**config.mk**
```make
export PLATFORM = sky130hd
export DESIGN_NAME = rr_cmp_scanner
export DESIGN_NICKNAME = d
export VERILOG_FILES = /design/src/rtl/rrs_pkg.sv /design/src/rtl/rrs_init_timer.sv /design/src/rtl/rrs_picker.sv /design/src/rtl/rrs_sequencer.sv /design/src/rtl/rrs_result_bank.sv /design/src/rtl/rr_cmp_scanner.sv
export SDC_FILE = /design/constraint.sdc
export NUM_CORES = 1
export LEC_CHECK = 0
export CORE_MARGIN = 2
export CORE_UTILIZATION = 53
export CTS_BUF_LIST = sky130_fd_sc_hd__clkbuf_16
export DETAILED_ROUTE_END_ITERATION = 6
export GPL_TIMING_DRIVEN = 0
export PLACE_DENSITY = 0.84
export SLEW_MARGIN = 10
export SYNTH_ARGS = -nofsm -noshare
export SYNTH_HDL_FRONTEND = slang
export SYNTH_SLANG_ARGS = --single-unit
export TNS_END_PERCENT = 100
```
**constraint.sdc**
```tcl
create_clock -name clk -period 3.7 [get_ports clk]
set_clock_uncertainty 0.15 [all_clocks]
set_input_delay 0.37 -clock clk [delete_from_list [all_inputs] [get_ports clk]]
set_output_delay 0.37 -clock clk [all_outputs]
set_load 0.03 [all_outputs]
```
**src/rtl/rrs_pkg.sv**
```systemverilog
package rrs_pkg;

   // which comparator port is pinned to the reference channel
   typedef enum logic {
      HOLD_PLUS  = 1'b0,
      HOLD_MINUS = 1'b1
   } hold_e;

   // sequencer phase
   typedef enum logic {
      PH_OFF  = 1'b0,
      PH_SCAN = 1'b1
   } phase_e;

endpackage

```
**src/rtl/rrs_init_timer.sv**
```systemverilog
// Start-up wait: counts ticks after run rises, ready once the modulus is reached.
module rrs_init_timer #(
   parameter int INIT_W = 6
) (
   input  logic              clk,
   input  logic              rst_n,
   input  logic              tick,
   input  logic              run,
   input  logic [INIT_W-1:0] init_mod,
   output logic              ready
);
   localparam int CNT_W = INIT_W + 1;
   localparam logic [CNT_W-1:0] FULL_MOD = CNT_W'(2 ** INIT_W);

   logic [CNT_W-1:0] cnt_q;
   logic [CNT_W-1:0] mod_eff;
   logic             ready_q;

   always_comb begin
      if (init_mod == '0) mod_eff = FULL_MOD;
      else                mod_eff = {1'b0, init_mod};
   end

   always_ff @(posedge clk) begin
      if (!rst_n) begin
         cnt_q   <= '0;
         ready_q <= 1'b0;
      end else if (!run) begin
         cnt_q   <= '0;
         ready_q <= 1'b0;
      end else if (tick && !ready_q) begin
         if (cnt_q == mod_eff - 1'b1) ready_q <= 1'b1;
         cnt_q <= cnt_q + 1'b1;
      end
   end

   assign ready = ready_q;

endmodule

```
**src/rtl/rrs_picker.sv**
```systemverilog
// Finds the lowest enabled channel and the next enabled channel after cur.
module rrs_picker #(
   parameter int NUM_CH = 8,
   parameter int CH_W   = $clog2(NUM_CH)
) (
   input  logic [NUM_CH-1:0] mask,
   input  logic [CH_W-1:0]   cur,
   output logic [CH_W-1:0]   first_idx,
   output logic [CH_W-1:0]   next_idx,
   output logic              any
);
   logic            first_found;
   logic            next_found;
   logic [CH_W-1:0] probe;

   assign any = |mask;

   always_comb begin
      first_idx   = '0;
      first_found = 1'b0;
      for (int i = 0; i < NUM_CH; i++) begin
         if (mask[i] && !first_found) begin
            first_idx   = CH_W'(i);
            first_found = 1'b1;
         end
      end
   end

   // ring search starting one above cur; index wraps through CH_W bits
   always_comb begin
      next_idx   = cur;
      next_found = 1'b0;
      probe      = cur;
      for (int o = 1; o <= NUM_CH; o++) begin
         probe = cur + CH_W'(o);
         if (mask[probe] && !next_found) begin
            next_idx   = probe;
            next_found = 1'b1;
         end
      end
   end

endmodule

```
**src/rtl/rrs_sequencer.sv**
```systemverilog
// Holds the swept channel and the settle count; issues the sample strobe.
module rrs_sequencer
   import rrs_pkg::*;
#(
   parameter int NUM_CH = 8,
   parameter int CH_W   = $clog2(NUM_CH),
   parameter int DLY_W  = 2
) (
   input  logic              clk,
   input  logic              rst_n,
   input  logic              tick,
   input  logic              run,
   input  logic              ready,
   input  logic [NUM_CH-1:0] mask,
   input  logic [DLY_W-1:0]  settle,
   input  logic [CH_W-1:0]   first_idx,
   input  logic [CH_W-1:0]   next_idx,
   input  logic              any,
   output logic [CH_W-1:0]   cur,
   output logic              sample_stb
);
   phase_e           phase_q;
   logic [CH_W-1:0]  cur_q;
   logic [DLY_W-1:0] dly_q;
   logic             last_tick;

   assign last_tick = (dly_q == settle);

   always_ff @(posedge clk) begin
      if (!rst_n) begin
         phase_q <= PH_OFF;
         cur_q   <= '0;
         dly_q   <= '0;
      end else if (!run) begin
         phase_q <= PH_OFF;
         dly_q   <= '0;
      end else if (tick) begin
         unique case (phase_q)
            PH_OFF: begin
               if (ready && any) begin
                  phase_q <= PH_SCAN;
                  cur_q   <= first_idx;
                  dly_q   <= '0;
               end
            end
            PH_SCAN: begin
               if (any) begin
                  if (last_tick) begin
                     cur_q <= next_idx;
                     dly_q <= '0;
                  end else begin
                     dly_q <= dly_q + 1'b1;
                  end
               end
            end
            default: phase_q <= PH_OFF;
         endcase
      end
   end

   assign sample_stb = run && tick && (phase_q == PH_SCAN) && any
                       && last_tick && mask[cur_q];
   assign cur = cur_q;

endmodule

```
**src/rtl/rrs_result_bank.sv**
```systemverilog
// Per-channel result bit and sticky changed flag, plus interrupt.
module rrs_result_bank #(
   parameter int NUM_CH = 8,
   parameter int CH_W   = $clog2(NUM_CH)
) (
   input  logic              clk,
   input  logic              rst_n,
   input  logic              sample_stb,
   input  logic [CH_W-1:0]   sample_ch,
   input  logic              sample_val,
   input  logic [NUM_CH-1:0] flag_clr,
   input  logic              irq_en,
   output logic [NUM_CH-1:0] result,
   output logic [NUM_CH-1:0] chg_flag,
   output logic              irq
);
   for (genvar i = 0; i < NUM_CH; i++) begin : g_ch
      logic hit;
      logic res_q;
      logic flg_q;

      assign hit = sample_stb && (sample_ch == CH_W'(i));

      always_ff @(posedge clk) begin
         if (!rst_n) begin
            res_q <= 1'b0;
            flg_q <= 1'b0;
         end else begin
            if (hit) res_q <= sample_val;
            // a set in the same clock overrides the clear
            flg_q <= (flg_q && !flag_clr[i]) || (hit && (sample_val != res_q));
         end
      end

      assign result[i]   = res_q;
      assign chg_flag[i] = flg_q;
   end

   assign irq = irq_en && (|chg_flag);

endmodule

```
**src/rtl/rr_cmp_scanner.sv**
```systemverilog
module rr_cmp_scanner
   import rrs_pkg::*;
#(
   parameter int NUM_CH = 8,
   parameter int DLY_W  = 2,
   parameter int INIT_W = 6,
   localparam int CH_W  = $clog2(NUM_CH)
) (
   input  logic              clk,
   input  logic              rst_n,
   input  logic              rr_tick,
   input  logic              scan_en,
   input  logic [NUM_CH-1:0] ch_mask,
   input  logic [CH_W-1:0]   ref_ch,
   input  logic              hold_minus,
   input  logic [DLY_W-1:0]  settle,
   input  logic [INIT_W-1:0] init_mod,
   input  logic              cmp_in,
   input  logic              irq_en,
   input  logic [NUM_CH-1:0] flag_clr,
   output logic [CH_W-1:0]   plus_sel,
   output logic [CH_W-1:0]   minus_sel,
   output logic [NUM_CH-1:0] result,
   output logic [NUM_CH-1:0] chg_flag,
   output logic              irq
);
   // elaboration-time parameter checks
   if (NUM_CH < 2 || (1 << CH_W) != NUM_CH) begin : g_bad_ch
      $error("rr_cmp_scanner: NUM_CH must be a power of two of at least 2");
   end
   if (DLY_W < 1 || INIT_W < 1) begin : g_bad_w
      $error("rr_cmp_scanner: DLY_W and INIT_W must be at least 1");
   end

   logic            init_ready;
   logic [CH_W-1:0] first_idx;
   logic [CH_W-1:0] next_idx;
   logic            any_en;
   logic [CH_W-1:0] sweep_ch;
   logic            sample_stb;
   hold_e           hold_sel;

   rrs_init_timer #(.INIT_W(INIT_W)) u_timer (
      .clk      (clk),
      .rst_n    (rst_n),
      .tick     (rr_tick),
      .run      (scan_en),
      .init_mod (init_mod),
      .ready    (init_ready)
   );

   rrs_picker #(.NUM_CH(NUM_CH), .CH_W(CH_W)) u_pick (
      .mask      (ch_mask),
      .cur       (sweep_ch),
      .first_idx (first_idx),
      .next_idx  (next_idx),
      .any       (any_en)
   );

   rrs_sequencer #(.NUM_CH(NUM_CH), .CH_W(CH_W), .DLY_W(DLY_W)) u_seq (
      .clk        (clk),
      .rst_n      (rst_n),
      .tick       (rr_tick),
      .run        (scan_en),
      .ready      (init_ready),
      .mask       (ch_mask),
      .settle     (settle),
      .first_idx  (first_idx),
      .next_idx   (next_idx),
      .any        (any_en),
      .cur        (sweep_ch),
      .sample_stb (sample_stb)
   );

   rrs_result_bank #(.NUM_CH(NUM_CH), .CH_W(CH_W)) u_bank (
      .clk        (clk),
      .rst_n      (rst_n),
      .sample_stb (sample_stb),
      .sample_ch  (sweep_ch),
      .sample_val (cmp_in),
      .flag_clr   (flag_clr),
      .irq_en     (irq_en),
      .result     (result),
      .chg_flag   (chg_flag),
      .irq        (irq)
   );

   // port routing: one port pinned to the reference, the other swept
   assign hold_sel = hold_e'(hold_minus);

   always_comb begin
      if (hold_sel == HOLD_MINUS) begin
         minus_sel = ref_ch;
         plus_sel  = sweep_ch;
      end else begin
         plus_sel  = ref_ch;
         minus_sel = sweep_ch;
      end
   end

endmodule

```
After elaboration in Yosys (flattened, before gate mapping). Cells that the tools add are included.

$add $sub $neg: 10. Magnitude comparators: 8. Equal/unequal tests: 22. Mux-type cells: 58. Bitwise gates (word level): 1. Reductions and logical operators: 85.

Operators with widths (count): $mux W3 (19); $logic_and A1 B1 Y1 (46); $lt A3 B4 Y1 const B (8); $mux W1 (25); $bmux W1 S3 (8); $logic_not A1 Y1 (23); $reduce_or A8 Y1 (2); $add A3 B3 Y3 const B (4); $eq A3 B3 Y1 const B (4); $logic_or A1 B1 Y1 (8); $ne A1 B1 Y1 (8); $ne A8 B8 Y1 const B (1); $add A7 B1 Y7 const B (1); $eq A7 B7 Y1 (1); $mux W7 (1); $reduce_and A7 Y1 (1); $sub A7 B1 Y7 const B (1); $add A3 B2 Y3 const B (2); $eq A3 B2 Y1 const B (2); $logic_not A6 Y1 (1); $mux W2 (3); $pmux W3 S2 (1); $ne A2 B1 Y1 const B (2); $ne A2 B2 Y1 const B (2); 9 further kinds (10).

Flip-flop bits (word level): 30. Word-level logic and storage cells: 205.

Depth between registers and ports, before layout. Gate-level depths: netlist (run 1).

Word-level depth: 28. Gate-level depth with buffers: 13.

By module. Synthesis (run 1) repeated with hierarchy kept, for this count alone.

Cell total of the unflattened synthesis: 335. Area total of the unflattened synthesis: 3111.7 um^2.

Modules (own cells, without submodules): rrs_picker (times used 1, cells each 119, area an instance 1104.8 um^2); rrs_result_bank (times used 1, cells each 94, area an instance 912.1 um^2); rrs_init_timer (times used 1, cells each 75, area an instance 600.6 um^2); rrs_sequencer (times used 1, cells each 40, area an instance 392.9 um^2); rr_cmp_scanner (times used 1, cells each 7, area an instance 101.3 um^2).

Worst setup path after synthesis (run 1). No wires, ideal clock.

Path type: reg-to-reg. From: register u_seq.cur_q[1] (netlist: u_seq.cur[1]). To: register u_seq.cur_q[2] (netlist: u_seq.cur[2]). Arrival: 2987 ps. Data required time: 3464 ps. Path slack: 477 ps. Stages on the path, launching flop included: 13. Path buffers: 3. Cells stage by stage: dfxtp_1 -> buf_2 -> buf_2 -> inv_1 -> ha_1 -> buf_6 -> mux2_1 -> mux4_2 -> a31oi_4 -> and3_1 -> a21boi_2 -> o221ai_2 -> a221oi_2.

Cells in the longest elaborated chain, start to end: 26. Elaborated cells between the ends (all ways): 58. Classes of those cells: add/sub (7); eq/ne (2); mux (34); reduce/logical (15).

RTL lines: start: declaration (RTL line rrs_sequencer.sv:23) `logic [CH_W-1:0] cur_q;`; start signal: assignment (RTL line rrs_sequencer.sv:42) `cur_q <= first_idx;`; start signal: assignment (RTL line rrs_sequencer.sv:49) `cur_q <= next_idx;`; $add A3 B1 Y3 (RTL line rrs_picker.sv:35) `probe = cur + CH_W'(o);`; $bmux W1 S3 (RTL line rrs_picker.sv:36) `if (mask[probe] && !next_found) begin`; $mux W1 (implied by the code) (RTL line rrs_picker.sv:36); $mux W1 (RTL line rrs_picker.sv:36); $logic_not A1 Y1 (RTL line rrs_picker.sv:36); $logic_and A1 B1 Y1 (RTL line rrs_picker.sv:36); $mux W1 (RTL line rrs_picker.sv:36); $logic_not A1 Y1 (RTL line rrs_picker.sv:36); (+10 left out); $mux W1 (RTL line rrs_picker.sv:36); $logic_not A1 Y1 (RTL line rrs_picker.sv:36); $logic_and A1 B1 Y1 (RTL line rrs_picker.sv:36); $mux W3 / $mux W1 (equally long branches) (RTL line rrs_picker.sv:36); $mux W3 / $logic_not A1 Y1 (equally long branches) (RTL line rrs_picker.sv:36); $mux W3 / $logic_and A1 B1 Y1 (equally long branches) (RTL line rrs_sequencer.sv:48, rrs_picker.sv:36); $mux W3 / $ne A2 B2 Y1 (equally long branches); $pmux W3 S2 / $reduce_and A7 Y1 (equally long branches).

Parallel ways exist; a longest one is shown, timed or not. The select of a mux whose other input is x is not followed. A chain may end at the register's enable or synchronous reset.

Final worst setup path (run 1). Ends and elaborated chain as after synthesis.

==> metrics.sh, run 1 <==
STATUS='finished clean'
CELLLEAKAGEPOWER_uW=0.00142
FINAL_CELL_MIX='sky130_fd_sc_hd__clkdlybuf4s50_1 (51), sky130_fd_sc_hd__nor2_1 (40), sky130_fd_sc_hd__nand2_1 (39), sky130_fd_sc_hd__dfxtp_1 (30), sky130_fd_sc_hd__a21oi_1 (27)'
SETUP.WORST_PATH.START_CLASS='flop'
CTS_RESIZED=0
ROUTE.ANTENNA.REMAINING_NETS=0
WORSTPATHARRIVAL_NS=3.58
DRT_FIRST_ITER_VIOLATIONS=161
DRC=0
SYNTH.AVG_CELL_AREA_UM2=8.25
PLACEMENT_ROWS=27
CORE_REGION_AREA_MM2=0.00544
FINAL_MIN_PERIOD_OVER_CLOCK_PERIOD_PCT=95.9
SETUP_TOTAL_NEGATIVE_SLACK_NS=0
POSTSYNTH.ASYNCRESETSHARE_PCT=0
WORSTPATHREQUIRED_NS=3.73
AREA_DELTA_SYNTH_FINAL_PCT=25.9
SWITCHINGPOWER_uW=219
SYNTH_NET_COUNT=403
CRIT_TYPE='reg -> reg'
SYNTHDISTINCTLIBCELLS=66
CTS_TREE='yes'
SYNTH_SEQ_CELLS=30
SYNTH.CELL_AREA_MM2=0.00296
CLOCK_PATH_BUFFERS=2
SYNTH_ENABLE_FLOP_CELLS=0
DRV_SLEW=0
POWERDENSITY_mW_PER_MM2=250
YOSYS_MOST_USED_DFF='sky130_fd_sc_hd__dfxtp_1'
FP.DIEAREA_MM2=0.00620
FINAL_COMMON_CELL='sky130_fd_sc_hd__clkdlybuf4s50_1'
CHIPWIDTH_UM=78.8
FINALSETUPVIOLCOUNT=0
LAYOUT.CORE_UTILIZATION_PCT=68.6
CLOCK_TREE.ROOT_CELL='sky130_fd_sc_hd__clkbuf_16'
FLOORPLAN.IO_PINS=57
GRT_FIRST_PASS_WIRELENGTH_MM=12.0
CTS_INSERTED_BUFFERS=5
ANTENNADIODECOUNT=0
FIRST_GLOBAL_VIAS=2644
POSTCTSSETUPBUFFERS=0
HOLDBUFCOUNTCTS=0
FIN_NETS=461
SETUP_REPAIR_AFTER_GLOBAL_ROUTING_MISSED_ITS_MARGIN='false'
HOLD_WS_NS=0.334
SYN-INSTANCE-COUNT=359
SEQ_POWER_SHARE_PCT=34.9
PEAKVDDDROP_mV=0.254
GRT_USE_TOTAL_PCT=23.9
PLACE.GP.CONGESTION=0.955
POWER.COMBINATIONAL.FRACTION_PCT=17.8
YOSYS_WARNINGS=0
CLK_LATENCY_NS=0.27
CHIPHEIGHT_UM=78.8
WORSTSETUPENDPOINTTYPE='flop'
CLKSINKCOUNT=30
WORST_SETUP_HOLD_PATH_CLK_SLEW_NS=0.05
ROUTE.VIAS.TOTAL=2860
DRIVE_ABOVE_1_SHARE_PCT=15.3
POWER.SHARE.SWITCHING_PCT=23.4
DRT_PRE_ANTENNA_ITERS=4
HTREEDEPTH=2
INITIAL_UTIL_PCT=54.5
ROUTE.FINAL.WIRE_LENGTH_MM=7.24
INITIAL_ANTENNA_VIOLATION_COUNT=0
HP-CLASS='reg -> reg'
GRT_MAX_DEGREE=13
P_INT_uW=715
TOP_ACHIEVABLE_CLOCK_SPEED_MHz=282
CP_MAX_FO=10
REPORT.FINAL.HOLD_VIOL_COUNT=0
CAP_VIOLATIONS=0
POWER_FRAC_CLOCK_PCT=47.3
GLOBALROUTEOVERFLOWTOTAL=0
DETAIL_ROUTE.WL_PER_CELL_UM=14.8
FINALWORSTPATHREQUIREDPERIOD_NS=3.55
WORST-SLEW-PIN-TRANSITION_NS=0.668
VIASPERCELL=5.85
TIMING.SLEW.HEADROOM_PCT=55.1
PLACEMENT.IO_BUFFERS=51
SYNTH_SEQ_AREA_SHARE_PCT=20.3
DP_HPWL_MM=5.55
## layer usage
metal,GRT usage [%],share of wire (%),vias to the layer above
li1,-,-,1385
met1,29.2,43,1352
met2,43.7,50,111
met3,4.20,5.9,12
met4,5.26,1.3,0
met5,0,0,-
## Yosys cell counts (5+ instances only)
| cell | n | area share (%) |
|---|---|---|
| sky130_fd_sc_hd__nor2_1 | 40 | 5.1 |
| sky130_fd_sc_hd__nand2_1 | 39 | 4.9 |
| sky130_fd_sc_hd__dfxtp_1 | 30 | 20 |
| sky130_fd_sc_hd__a21oi_1 | 27 | 4.6 |
| sky130_fd_sc_hd__mux2i_1 | 17 | 5.7 |
| sky130_fd_sc_hd__buf_4 | 16 | 4.1 |
| sky130_fd_sc_hd__inv_1 | 15 | 1.9 |
| sky130_fd_sc_hd__mux4_2 | 14 | 11 |
| sky130_fd_sc_hd__xnor2_1 | 14 | 4.1 |
| sky130_fd_sc_hd__clkbuf_1 | 13 | 1.6 |
| sky130_fd_sc_hd__nand3_1 | 11 | 1.9 |
| sky130_fd_sc_hd__o21ai_0 | 11 | 1.9 |
| sky130_fd_sc_hd__ha_1 | 10 | 4.2 |
| sky130_fd_sc_hd__buf_2 | 8 | 1.4 |
| sky130_fd_sc_hd__nor3_1 | 8 | 1.4 |
| sky130_fd_sc_hd__xor2_1 | 7 | 2.1 |
| sky130_fd_sc_hd__nor4_1 | 5 | 1.1 |
## worst paths after layout
path	from	endpoint	slack (ns)	cells past startpoint
worst max-delay path	u_seq.cur[1]	u_seq.cur[2]	0.15	13
worst min-delay path	u_bank.g_ch[1].res_q	u_bank.g_ch[1].res_q	0.33	2
worst min register to register	u_bank.g_ch[1].res_q	u_bank.g_ch[1].res_q	0.33	2
worst max register to register	u_seq.cur[1]	u_seq.cur[2]	0.15	13
## state kept, by name, summed over array words and instances, names as in the netlist
signal,count
u_bank.g_ch.flg_q,8
u_bank.g_ch.res_q,8
u_seq.cur,3
u_seq.dly_q,2
u_seq.phase_q,1
u_timer.cnt_q,7
u_timer.ready,1
## critical path: stages, from the launching register on
cell and delay, ns:
sky130_fd_sc_hd__dfxtp_1 0.37, sky130_fd_sc_hd__clkbuf_4 0.23, sky130_fd_sc_hd__buf_4 0.22, sky130_fd_sc_hd__inv_1 0.14, sky130_fd_sc_hd__ha_1 0.31, sky130_fd_sc_hd__buf_6 0.14, sky130_fd_sc_hd__buf_8 0.15, sky130_fd_sc_hd__mux4_2 0.55
sky130_fd_sc_hd__mux2i_4 0.22, sky130_fd_sc_hd__and4_1 0.27, sky130_fd_sc_hd__and2_2 0.21, sky130_fd_sc_hd__a31o_4 0.20, sky130_fd_sc_hd__a21oi_1 0.07, sky130_fd_sc_hd__a221oi_2 0.23
## cells by family after synthesis
| group | after synthesis | synth area share [%] |
|---|---|---|
| AO/OA/AOI/OAI | 69 | 16.4 |
| flip-flops | 30 | 20.3 |
| adder cells (fa/ha/maj) | 10 | 4.22 |
| XOR/XNOR | 22 | 6.76 |
| multiplexers | 40 | 21.0 |
| AND/OR/NAND/NOR | 131 | 21.2 |
| buffers and inverters | 57 | 10.2 |
## area by class of cell
cell class	instances	area, µm²
multi-input combinational	272	2060
sequential	30	601
tap	72	90.1
buffer	40	246
timing repair buffer	51	510
fill	449	1710
inverter	17	63.8
clock buffer	5	125
clock inverter	2	33.8
## power by group through the flow
stage	clock (µW)	combinational [µW]	sequential (µW)
2_1_floorplan	0	101	332
3_3_place_gp	0	160	332
3_5_place_dp	0	164	332
4_1_cts	446	165	326
5_1_grt	462	180	326
6_report	441	167	326
## metrics by stage
step,instances,total power (µW),area (µm²),setup slack (ns)
global placement,482,492,3560,0.0711
finish,489,934,3730,0.152
CTS,489,937,3720,0.0287
floorplan,359,433,2960,0.477
detailed placement,482,496,3560,0.0339
global route,489,968,3730,0.00436
No activity file was read; power rests on OpenSTA's default activity.
==> run 2, diff against run 1 <==
ABC_AREA = 1   (was unset)
CORE_UTILIZATION = 52   (was 53)
CTS_CLUSTER_DIAMETER = 60   (was unset)
==> run 2 against run 1 <==
Effect of this change:
- sequential power about the same
- largest power group unchanged
- largest cell class unchanged
- sequential share of layout area increased by 1.1 points
- maximum frequency rose by 27%
- highest routed layer unchanged
- clock power down 13%
- final cell count rose by 10%
- area after synthesis shrank 8.7%
- first-iteration DRC count decreased by 3.7%
- via count is 3.9% lower
- combinational power decreased by 9.6%
- core utilization grew 0.061 points
==> metrics.sh, run 2 <==
HTREEDEPTH=2  # unchanged
SEQ_POWER_SHARE_PCT=37.9  # +3.0 points
FINAL_CELLS=539  # +10%
SYNTH.CELL_AREA_MM2=0.00270  # -8.7%
FINAL_CELL_AREA_MM2=0.00348  # -6.6%
POWER.COMBINATIONAL.FRACTION_PCT=17.6  # -0.2 points
FLOORPLAN.IO_PINS=57  # unchanged
SYNTH-COMPOUND-AREA-SHARE_PCT=14.5  # -1.9 points
CTS_TREE='yes'
CLOCK_PATH_BUFFERS=2  # unchanged
REG2REG_TO='u_seq.cur[2]'
SETUP.WORST_PATH.START_CLASS='flop'
R2R_SLACK_NS=0.92  # +0.76 ns
FINAL_CELL_MIX='sky130_fd_sc_hd__nand2_1 (87), sky130_fd_sc_hd__clkdlybuf4s50_1 (55), sky130_fd_sc_hd__inv_1 (53), sky130_fd_sc_hd__a21oi_1 (34)'
DPL.CELL_COUNT=531  # +10%
TIMING.SLEW.HEADROOM_PCT=56.8  # +1.8 points
CELLLEAKAGEPOWER_uW=0.00160  # +12%
DRT_PRE_ANTENNA_ITERS=5  # +1
CORE_REGION_AREA_MM2=0.00507  # -6.7%
DRV_SLEW=0  # unchanged
SYN-INSTANCE-COUNT=406  # +13%
CLKSINKCOUNT=30  # unchanged
YOSYS.AREA_SHARE.XOR_XNOR_PCT=7.50  # +0.74 points
DRIVE_ABOVE_1_SHARE_PCT=13.6  # -1.7 points
CRIT_TYPE='reg -> reg'
SYNTHMUXAREASHARE_PCT=0  # -21 points
P_INT_uW=638  # -11%
FIRST_GLOBAL_VIAS=2580  # -2.4%
WORST-SLEW-PIN-TRANSITION_NS=0.647  # -0.0208 ns
SYNTH.AVG_CELL_AREA_UM2=6.66  # -19%
HP-CLASS='reg -> reg'
VIASPERCELL=5.10  # -13%
FINALWORSTPATHREQUIREDPERIOD_NS=2.78  # -0.764 ns
POSTSYNTH.ASYNCRESETSHARE_PCT=0  # unchanged
SYNTH_NET_COUNT=450  # +12%
WORST_SETUP_HOLD_PATH_CLK_SLEW_NS=0.05  # about the same
SYNTH_SEQ_AREA_SHARE_PCT=22.2  # +1.9 points
INITIAL_ANTENNA_VIOLATION_COUNT=0  # unchanged
REPORT.FINAL.HOLD_VIOL_COUNT=0  # unchanged
SETUP_TOTAL_NEGATIVE_SLACK_NS=0  # unchanged
SYNTH.MOST_COMMON_CELL='sky130_fd_sc_hd__nand2_1'
SYNTHDOMINANTCELLAREASHARE_PCT=22.2  # +1.9 points
GRT_MAX_DEGREE=13  # unchanged
R2R.WORST_PATH.CELLS=17  # +4
POST-SYNTH-TOP-AREA-CELL='sky130_fd_sc_hd__dfxtp_1'
SWITCHINGPOWER_uW=222  # +1.7%
GRT_FIRST_PASS_WIRELENGTH_MM=11.1  # -7.4%
DRT_FIRST_ITER_VIOLATIONS=155  # -3.7%
SYNTHSIMPLEGATEAREAFRAC_PCT=35.6  # +14 points
CHIPHEIGHT_UM=76.1  # -3.4%
CLK_LATENCY_NS=0.27  # about the same
CHIPWIDTH_UM=76.1  # -3.4%
DRC=0  # unchanged
TOP_ACHIEVABLE_CLOCK_SPEED_MHz=359  # +27%
HOLDBUFCOUNTCTS=0  # unchanged
CP_MAX_FO=12  # +2
HOLD_WS_NS=0.338  # +0.00430 ns
WORST_SETUP_PATH_ENDPOINT='u_seq.cur[2]'
ROUTE.VIAS.TOTAL=2749  # -3.9%
SYNTH_SEQ_CELLS=30  # unchanged
STATUS='finished clean'
YOSYS_MOST_USED_DFF='sky130_fd_sc_hd__dfxtp_1'
INITIAL_UTIL_PCT=53.3  # -1.2 points
CTS_INSERTED_BUFFERS=5  # unchanged
YS_TOP_CELLS_BY_COUNT='sky130_fd_sc_hd__nand2_1 (87), sky130_fd_sc_hd__inv_1 (53), sky130_fd_sc_hd__a21oi_1 (34)'
SYNTH_ENABLE_FLOP_CELLS=0  # unchanged
POWER_uW=860  # -7.9%
GRT_USE_TOTAL_PCT=23.0  # -0.88 points
SETUP_REPAIR_AFTER_GLOBAL_ROUTING_MISSED_ITS_MARGIN='false'
PLACEMENT.IO_BUFFERS=55  # +7.8%
TIMING.CRITICAL_PATH.FROM='u_seq.cur[0]'
POWER.SHARE.SWITCHING_PCT=25.9  # +2.4 points
SYNTH.TOP_CELLS.BY_AREA='sky130_fd_sc_hd__dfxtp_1 (22%), sky130_fd_sc_hd__nand2_1 (12%), sky130_fd_sc_hd__inv_1 (7.4%)'
ROUTE.FINAL.WIRE_LENGTH_MM=6.45  # -11%
YOSYS_WARNINGS=0  # unchanged
CLOCK_TREE.ROOT_CELL='sky130_fd_sc_hd__clkbuf_16'
FINALSETUPVIOLCOUNT=0  # unchanged
FINAL_COMMON_CELL='sky130_fd_sc_hd__nand2_1'
ROUTE.ANTENNA.REMAINING_NETS=0  # unchanged
PLACE.GP.CONGESTION=0.861  # -9.8%
CAP_VIOLATIONS=0  # unchanged
POSTCTSSETUPBUFFERS=0  # unchanged
WORSTPATHARRIVAL_NS=2.85  # -0.73 ns
WORSTPATHREQUIRED_NS=3.76  # +0.03 ns
WORSTSETUPENDPOINTTYPE='flop'
CTS_RESIZED=0  # unchanged
SYNTH_TOP_FAMILY_BY_AREA='simple AND/OR/NAND/NOR gates'
SYNTH_FA_HA_AREA_SHARE_PCT=4.63  # +0.40 points
FIN_NETS=512  # +11%
FP.DIEAREA_MM2=0.00579  # -6.6%
PEAKVDDDROP_mV=0.272  # +7.4%
PLACEMENT_ROWS=26  # -3.7%
DETAIL_ROUTE.WL_PER_CELL_UM=12.0  # -19%
WORSTREG2REGSTART='u_seq.cur[0]'
SYNTHDISTINCTLIBCELLS=43  # -35%
GLOBALROUTEOVERFLOWTOTAL=0  # unchanged
BIGGESTREGSBYFLOPS='u_bank.g_ch.flg_q: 8 flops, u_bank.g_ch.res_q: 8 flops, u_timer.cnt_q: 7 flops'
PLACED_INSTANCE_AREA_MM2=0.00334  # -6.2%
FINAL_MIN_PERIOD_OVER_CLOCK_PERIOD_PCT=75.3  # -21 points
ANTENNADIODECOUNT=0  # unchanged
DP_HPWL_MM=5.20  # -6.4%
POWERDENSITY_mW_PER_MM2=247  # -1.4%
POWER_FRAC_CLOCK_PCT=44.6  # -2.7 points
AREA_DELTA_SYNTH_FINAL_PCT=28.8
==> run 2: worst min path at each step <==
stage	startpoint	endpoint	cells past startpoint	slack (ns)
2_1_floorplan	u_timer.ready	u_timer.ready	2	0.29
3_3_place_gp	u_timer.ready	u_timer.ready	2	0.31
3_5_place_dp	u_timer.ready	u_timer.ready	2	0.32
4_1_cts	u_bank.g_ch[4].flg_q	u_bank.g_ch[4].flg_q	2	0.34
5_1_grt	u_bank.g_ch[4].flg_q	u_bank.g_ch[4].flg_q	2	0.36
6_report	u_bank.g_ch[5].flg_q	u_bank.g_ch[5].flg_q	2	0.34
==> run 2: cell type report <==
| cell class | instances | area, µm² |
|---|---|---|
| plain buffers | 24 | 183 |
| inverters | 61 | 236 |
| well taps | 70 | 87.6 |
| flip-flops and latches | 30 | 601 |
| clock buffers | 5 | 125 |
| clock inverters | 3 | 16.3 |
| repair buffers | 55 | 551 |
| multi-input cells | 291 | 1680 |
| fillers | 464 | 1590 |
==> run 2: cells by family after synthesis <==
group                    Yosys count
AO/OA/AOI/OAI                     70
XOR/XNOR                          21
adder cells (fa/ha/maj)           10
buffers and inverters             85
flip-flops                        30
AND/OR/NAND/NOR                  190
==> run 2: worst max-delay path, stage by stage (launching register included) <==
cell                      delay [ns]
sky130_fd_sc_hd__dfxtp_1        0.39
sky130_fd_sc_hd__buf_6          0.17
sky130_fd_sc_hd__inv_8          0.04
sky130_fd_sc_hd__buf_12         0.14
sky130_fd_sc_hd__ha_1           0.40
sky130_fd_sc_hd__inv_1          0.20
sky130_fd_sc_hd__nand3_1        0.10
sky130_fd_sc_hd__nand2_1        0.10
sky130_fd_sc_hd__nand2_1        0.10
sky130_fd_sc_hd__nand2_4        0.12
sky130_fd_sc_hd__nand4_1        0.22
sky130_fd_sc_hd__nand3_1        0.20
sky130_fd_sc_hd__nand2_1        0.06
sky130_fd_sc_hd__nand2_1        0.05
sky130_fd_sc_hd__nand2_1        0.04
sky130_fd_sc_hd__nand2_1        0.06
sky130_fd_sc_hd__nand2_1        0.06
sky130_fd_sc_hd__a21oi_2        0.10
==> run 2: through the flow <==
step                      worst slack (ns)  util [%]
after floorplan                       1.30         -
after global placement                1.01      65.8
after detailed placement             0.947      65.8
after CTS                            0.944      68.6
after global routing                 0.713      68.6
final                                0.916      68.6
==> run 2: per-layer routing <==
layer  track usage (%)  wire length (µm)  part of all wire, %  up-vias
met2              41.8              3170                   49       94
met1              27.4              2840                   44     1216
met5                 0                 0                    0        -
met4              6.18                73                  1.1        0
li1                  -                 -                    -     1429
met3              4.86               365                  5.7       10
==> run 2: power groups by stage <==
stage / combinational (µW) / clock, µW / sequential (µW)
finish: 151 / 383 / 326
floorplan: 85.1 / 0 / 332
CTS: 150 / 388 / 326
global placement: 146 / 0 / 332
global route: 167 / 406 / 325
detailed placement: 150 / 0 / 332
==> run 3, diff against run 2 <==
CORE_UTILIZATION = 47   (was 52)
PLACE_DENSITY = 0.8   (was 0.84)
clock period = 2.45 ns   (was 3.7 ns; I/O delays follow)
==> run 3 against run 2 <==
Effect of this change:
- global-route usage shrank 2.6 points
- largest power group unchanged
- highest routed layer unchanged
- sequential share of layout area shrank 1.1 points
- non-clock buffer count grew 14
==> metrics.sh, run 3 (synthesis results as in run 2) <==
ROUTE.FINAL.WIRE_LENGTH_MM=6.75  # +4.7%
CLKSINKCOUNT=30  # unchanged
GRT_FIRST_PASS_WIRELENGTH_MM=10.5  # -5.0%
WORSTPATHARRIVAL_NS=1.93  # -0.92 ns
CAP_VIOLATIONS=0  # unchanged
CRIT_TYPE='in -> out'
FILL_CELLS=496  # +6.9%
REG2REG_TO='u_seq.cur[2]'
CELLLEAKAGEPOWER_uW=0.00171  # +6.8%
CTS_TREE='yes'
HTREEDEPTH=2  # unchanged
CPLARGESTDELAYFAMILY='buffers and inverters'
FINALSETUPVIOLCOUNT=0  # unchanged
HOLD_PATH_SINK='u_timer.ready'
HP-CLASS='reg -> reg'
BIGGESTREGSBYFLOPS='u_bank.g_ch.flg_q: 8 flops, u_bank.g_ch.res_q: 8 flops, u_timer.cnt_q: 7 flops'
GLOBALROUTEOVERFLOWTOTAL=0  # unchanged
CHIPHEIGHT_UM=79.8  # +4.9%
FINALWORSTPATHREQUIREDPERIOD_NS=2.32
FIN_NETS=526  # +2.7%
DP_HPWL_MM=5.08  # -2.3%
INITIAL_ANTENNA_VIOLATION_COUNT=0  # unchanged
WORST_SETUP_HOLD_PATH_CLK_SLEW_NS=0.05  # about the same
DRT_PRE_ANTENNA_ITERS=4  # -1
WORST_PATH_MOST_REPEATED_CELL='sky130_fd_sc_hd__clkdlybuf4s50_1'
HOLDBUFCOUNTCTS=0  # unchanged
CLK_LATENCY_NS=0.27  # about the same
ROUTE.VIAS.TOTAL=2832  # +3.0%
CLOCK_TREE.ROOT_CELL='sky130_fd_sc_hd__clkbuf_16'
CLOCK_PATH_BUFFERS=2  # unchanged
WORSTSETUPENDPOINTTYPE='output pin'
MAX_STAGE_DELAY_NS=0.68  # +0.28 ns
SETUP.WORST_PATH.START_CLASS='input port'
DRT_FIRST_ITER_VIOLATIONS=125  # -19%
DRIVE_ABOVE_1_SHARE_PCT=19.3  # +5.6 points
CTS_INSERTED_BUFFERS=5  # unchanged
CHIPWIDTH_UM=79.8  # +4.9%
BUSIEST_LAYER_IN_GLOBAL_ROUTING='met2'
REPORT.FINAL.HOLD_VIOL_COUNT=0  # unchanged
FIRST_GLOBAL_VIAS=2427  # -5.9%
PEAKVDDDROP_mV=0.415  # +52%
INITIAL_UTIL_PCT=48.8  # -4.5 points
CRIT_PATH_TOP_DELAY_CELL='sky130_fd_sc_hd__clkdlybuf4s50_1'
GLOBALROUTEMET1UTIL_PCT=25.8  # -1.7 points
FLOORPLAN.IO_PINS=57  # unchanged
POWER_uW=1520  # +77%
R2R.WORST_PATH.CELLS=17  # unchanged
TIMING.SLEW.HEADROOM_PCT=59.0  # +2.2 points
FINAL-SEQ-AREA_UM2=603  # +0.42%
WORSTPATHREQUIRED_NS=2.06  # -1.70 ns
MET2_USAGE_PCT=35.5  # -6.2 points
ANTENNADIODECOUNT=0  # unchanged
CRIT_BUF_INV=3  # -1
CORE_REGION_AREA_MM2=0.00554  # +9.2%
FP.DIEAREA_MM2=0.00637  # +10%
DETAIL_ROUTE.WL_PER_CELL_UM=12.2  # +1.7%
VIASPERCELL=5.10  # about the same
FINAL_CELL_MIX='sky130_fd_sc_hd__nand2_1 (84), sky130_fd_sc_hd__clkdlybuf4s50_1 (55), sky130_fd_sc_hd__inv_1 (51), sky130_fd_sc_hd__a21oi_1 (34), sky130_fd_sc_hd__buf_4 (32)'
ROUTE.ANTENNA.REMAINING_NETS=0  # unchanged
PLACE.GP.CONGESTION=0.899  # +4.3%
R2R_SLACK_NS=0.14  # -0.78 ns
GRT_MAX_DEGREE=13  # unchanged
FINAL_MIN_PERIOD_OVER_CLOCK_PERIOD_PCT=94.8
DRC=0  # unchanged
GRT_USE_TOTAL_PCT=20.4  # -2.6 points
TIMING.CRITICAL_PATH.CELLS='clkdlybuf4s50_1 -> clkbuf_1 -> nor2_1 -> a21oi_1 -> clkdlybuf4s50_1'
PLACEMENT_ROWS=27  # +3.8%
WORSTREG2REGSTART='u_seq.cur[1]'
SETUP_TOTAL_NEGATIVE_SLACK_NS=0  # unchanged
GRTUSAGEMET3_PCT=4.52  # -0.33 points
MULTI_INPUT_AREA_MM2=0.00176  # +4.8%
STATUS='finished clean'
POWERDENSITY_mW_PER_MM2=408  # +65%
TOP_ACHIEVABLE_CLOCK_SPEED_MHz=431
PLACEMENT.IO_BUFFERS=55  # unchanged
WORST-SLEW-PIN-TRANSITION_NS=0.615  # -0.0326 ns
AREA_DELTA_SYNTH_FINAL_PCT=37.9
FINAL_COMMON_CELL='sky130_fd_sc_hd__nand2_1'
CP_MAX_FO=10  # -2
START_POINT_OF_THE_WORST_HOLD_PATH='u_timer.ready'
DRV_SLEW=0  # unchanged
TIMING.HOLD.WORST_PATH_DEPTH=2  # unchanged
[run 3: changes by cell type in the layout (fill, tap and decap cells not counted), sizes merged]
cell	before	now
inv	57	56
buf	22	36
bufinv	0	2
clkinvlp	1	0
[run 3: how the worst max path moves through the flow]
stage          cells past startpoint            to          from
2_1_floorplan                     16  u_seq.cur[2]  u_seq.cur[0]
3_3_place_gp                      18  u_seq.cur[2]  u_seq.cur[0]
6_report                           5   plus_sel[1]    hold_minus
5_1_grt                           17  u_seq.cur[2]  u_seq.cur[1]
4_1_cts                           17  u_seq.cur[2]  u_seq.cur[1]
3_5_place_dp                      16  u_seq.cur[2]  u_seq.cur[0]
[run 3: final cells by class]
| cell class | count | area share (%) |
|---|---|---|
| Buffer | 23 | 4.47 |
| Clock buffer | 5 | 3.36 |
| Clock inverter | 3 | 1.71 |
| Inverter | 61 | 6.75 |
| Multi-Input combinational cell | 291 | 47.3 |
| Sequential cell | 30 | 16.2 |
| Tap cell | 72 | 2.42 |
| Timing Repair Buffer | 70 | 17.8 |
[run 3: routing by layer]
layer / vias to the layer above / part of all wire [%]
met4: 0 / 0.70
met2: 88 / 50
met1: 1275 / 42
met5: - / 0
li1: 1463 / -
met3: 6 / 7.0
[run 3: power by group]
part / switching [µW] / internal, µW
sequential: 1.82 / 490
clock: 212 / 578
combinational: 129 / 110
total: 343 / 1180
[run 3: metrics by stage]
stage                     cells  cell area [µm²]  hold WS, ns  util, %  setup WS [ns]
final                       555             3730        0.324     67.3          0.127
after CTS                   542             3560        0.325     64.2        0.00198
after global routing        555             3730        0.354     67.3        -0.0304
after detailed placement    533             3340        0.317     60.3         -0.331
after global placement      533             3340        0.310     60.3         -0.247
after floorplan             406             2700        0.258        -         0.0538
[run 3: repair_timing]
| action | CTS | global route |
|---|---|---|
| cloned | 0 | 0 |
| resized for setup | 7 | 22 |
| setup buffers | 1 | 14 |
| pin swaps | 1 | 10 |
| setup endpoints to repair | 3 | 3 |
[run 3: worst reg2reg max path, delay by kind of cell (launching register included)]
kind / cells / cell delay [ns]
AO/OA/AOI/OAI: 1 / 0.05
adder cells (fa/ha/maj): 1 / 0.30
buffers and inverters: 4 / 0.43
flip-flops: 1 / 0.35
AND/OR/NAND/NOR: 11 / 0.92
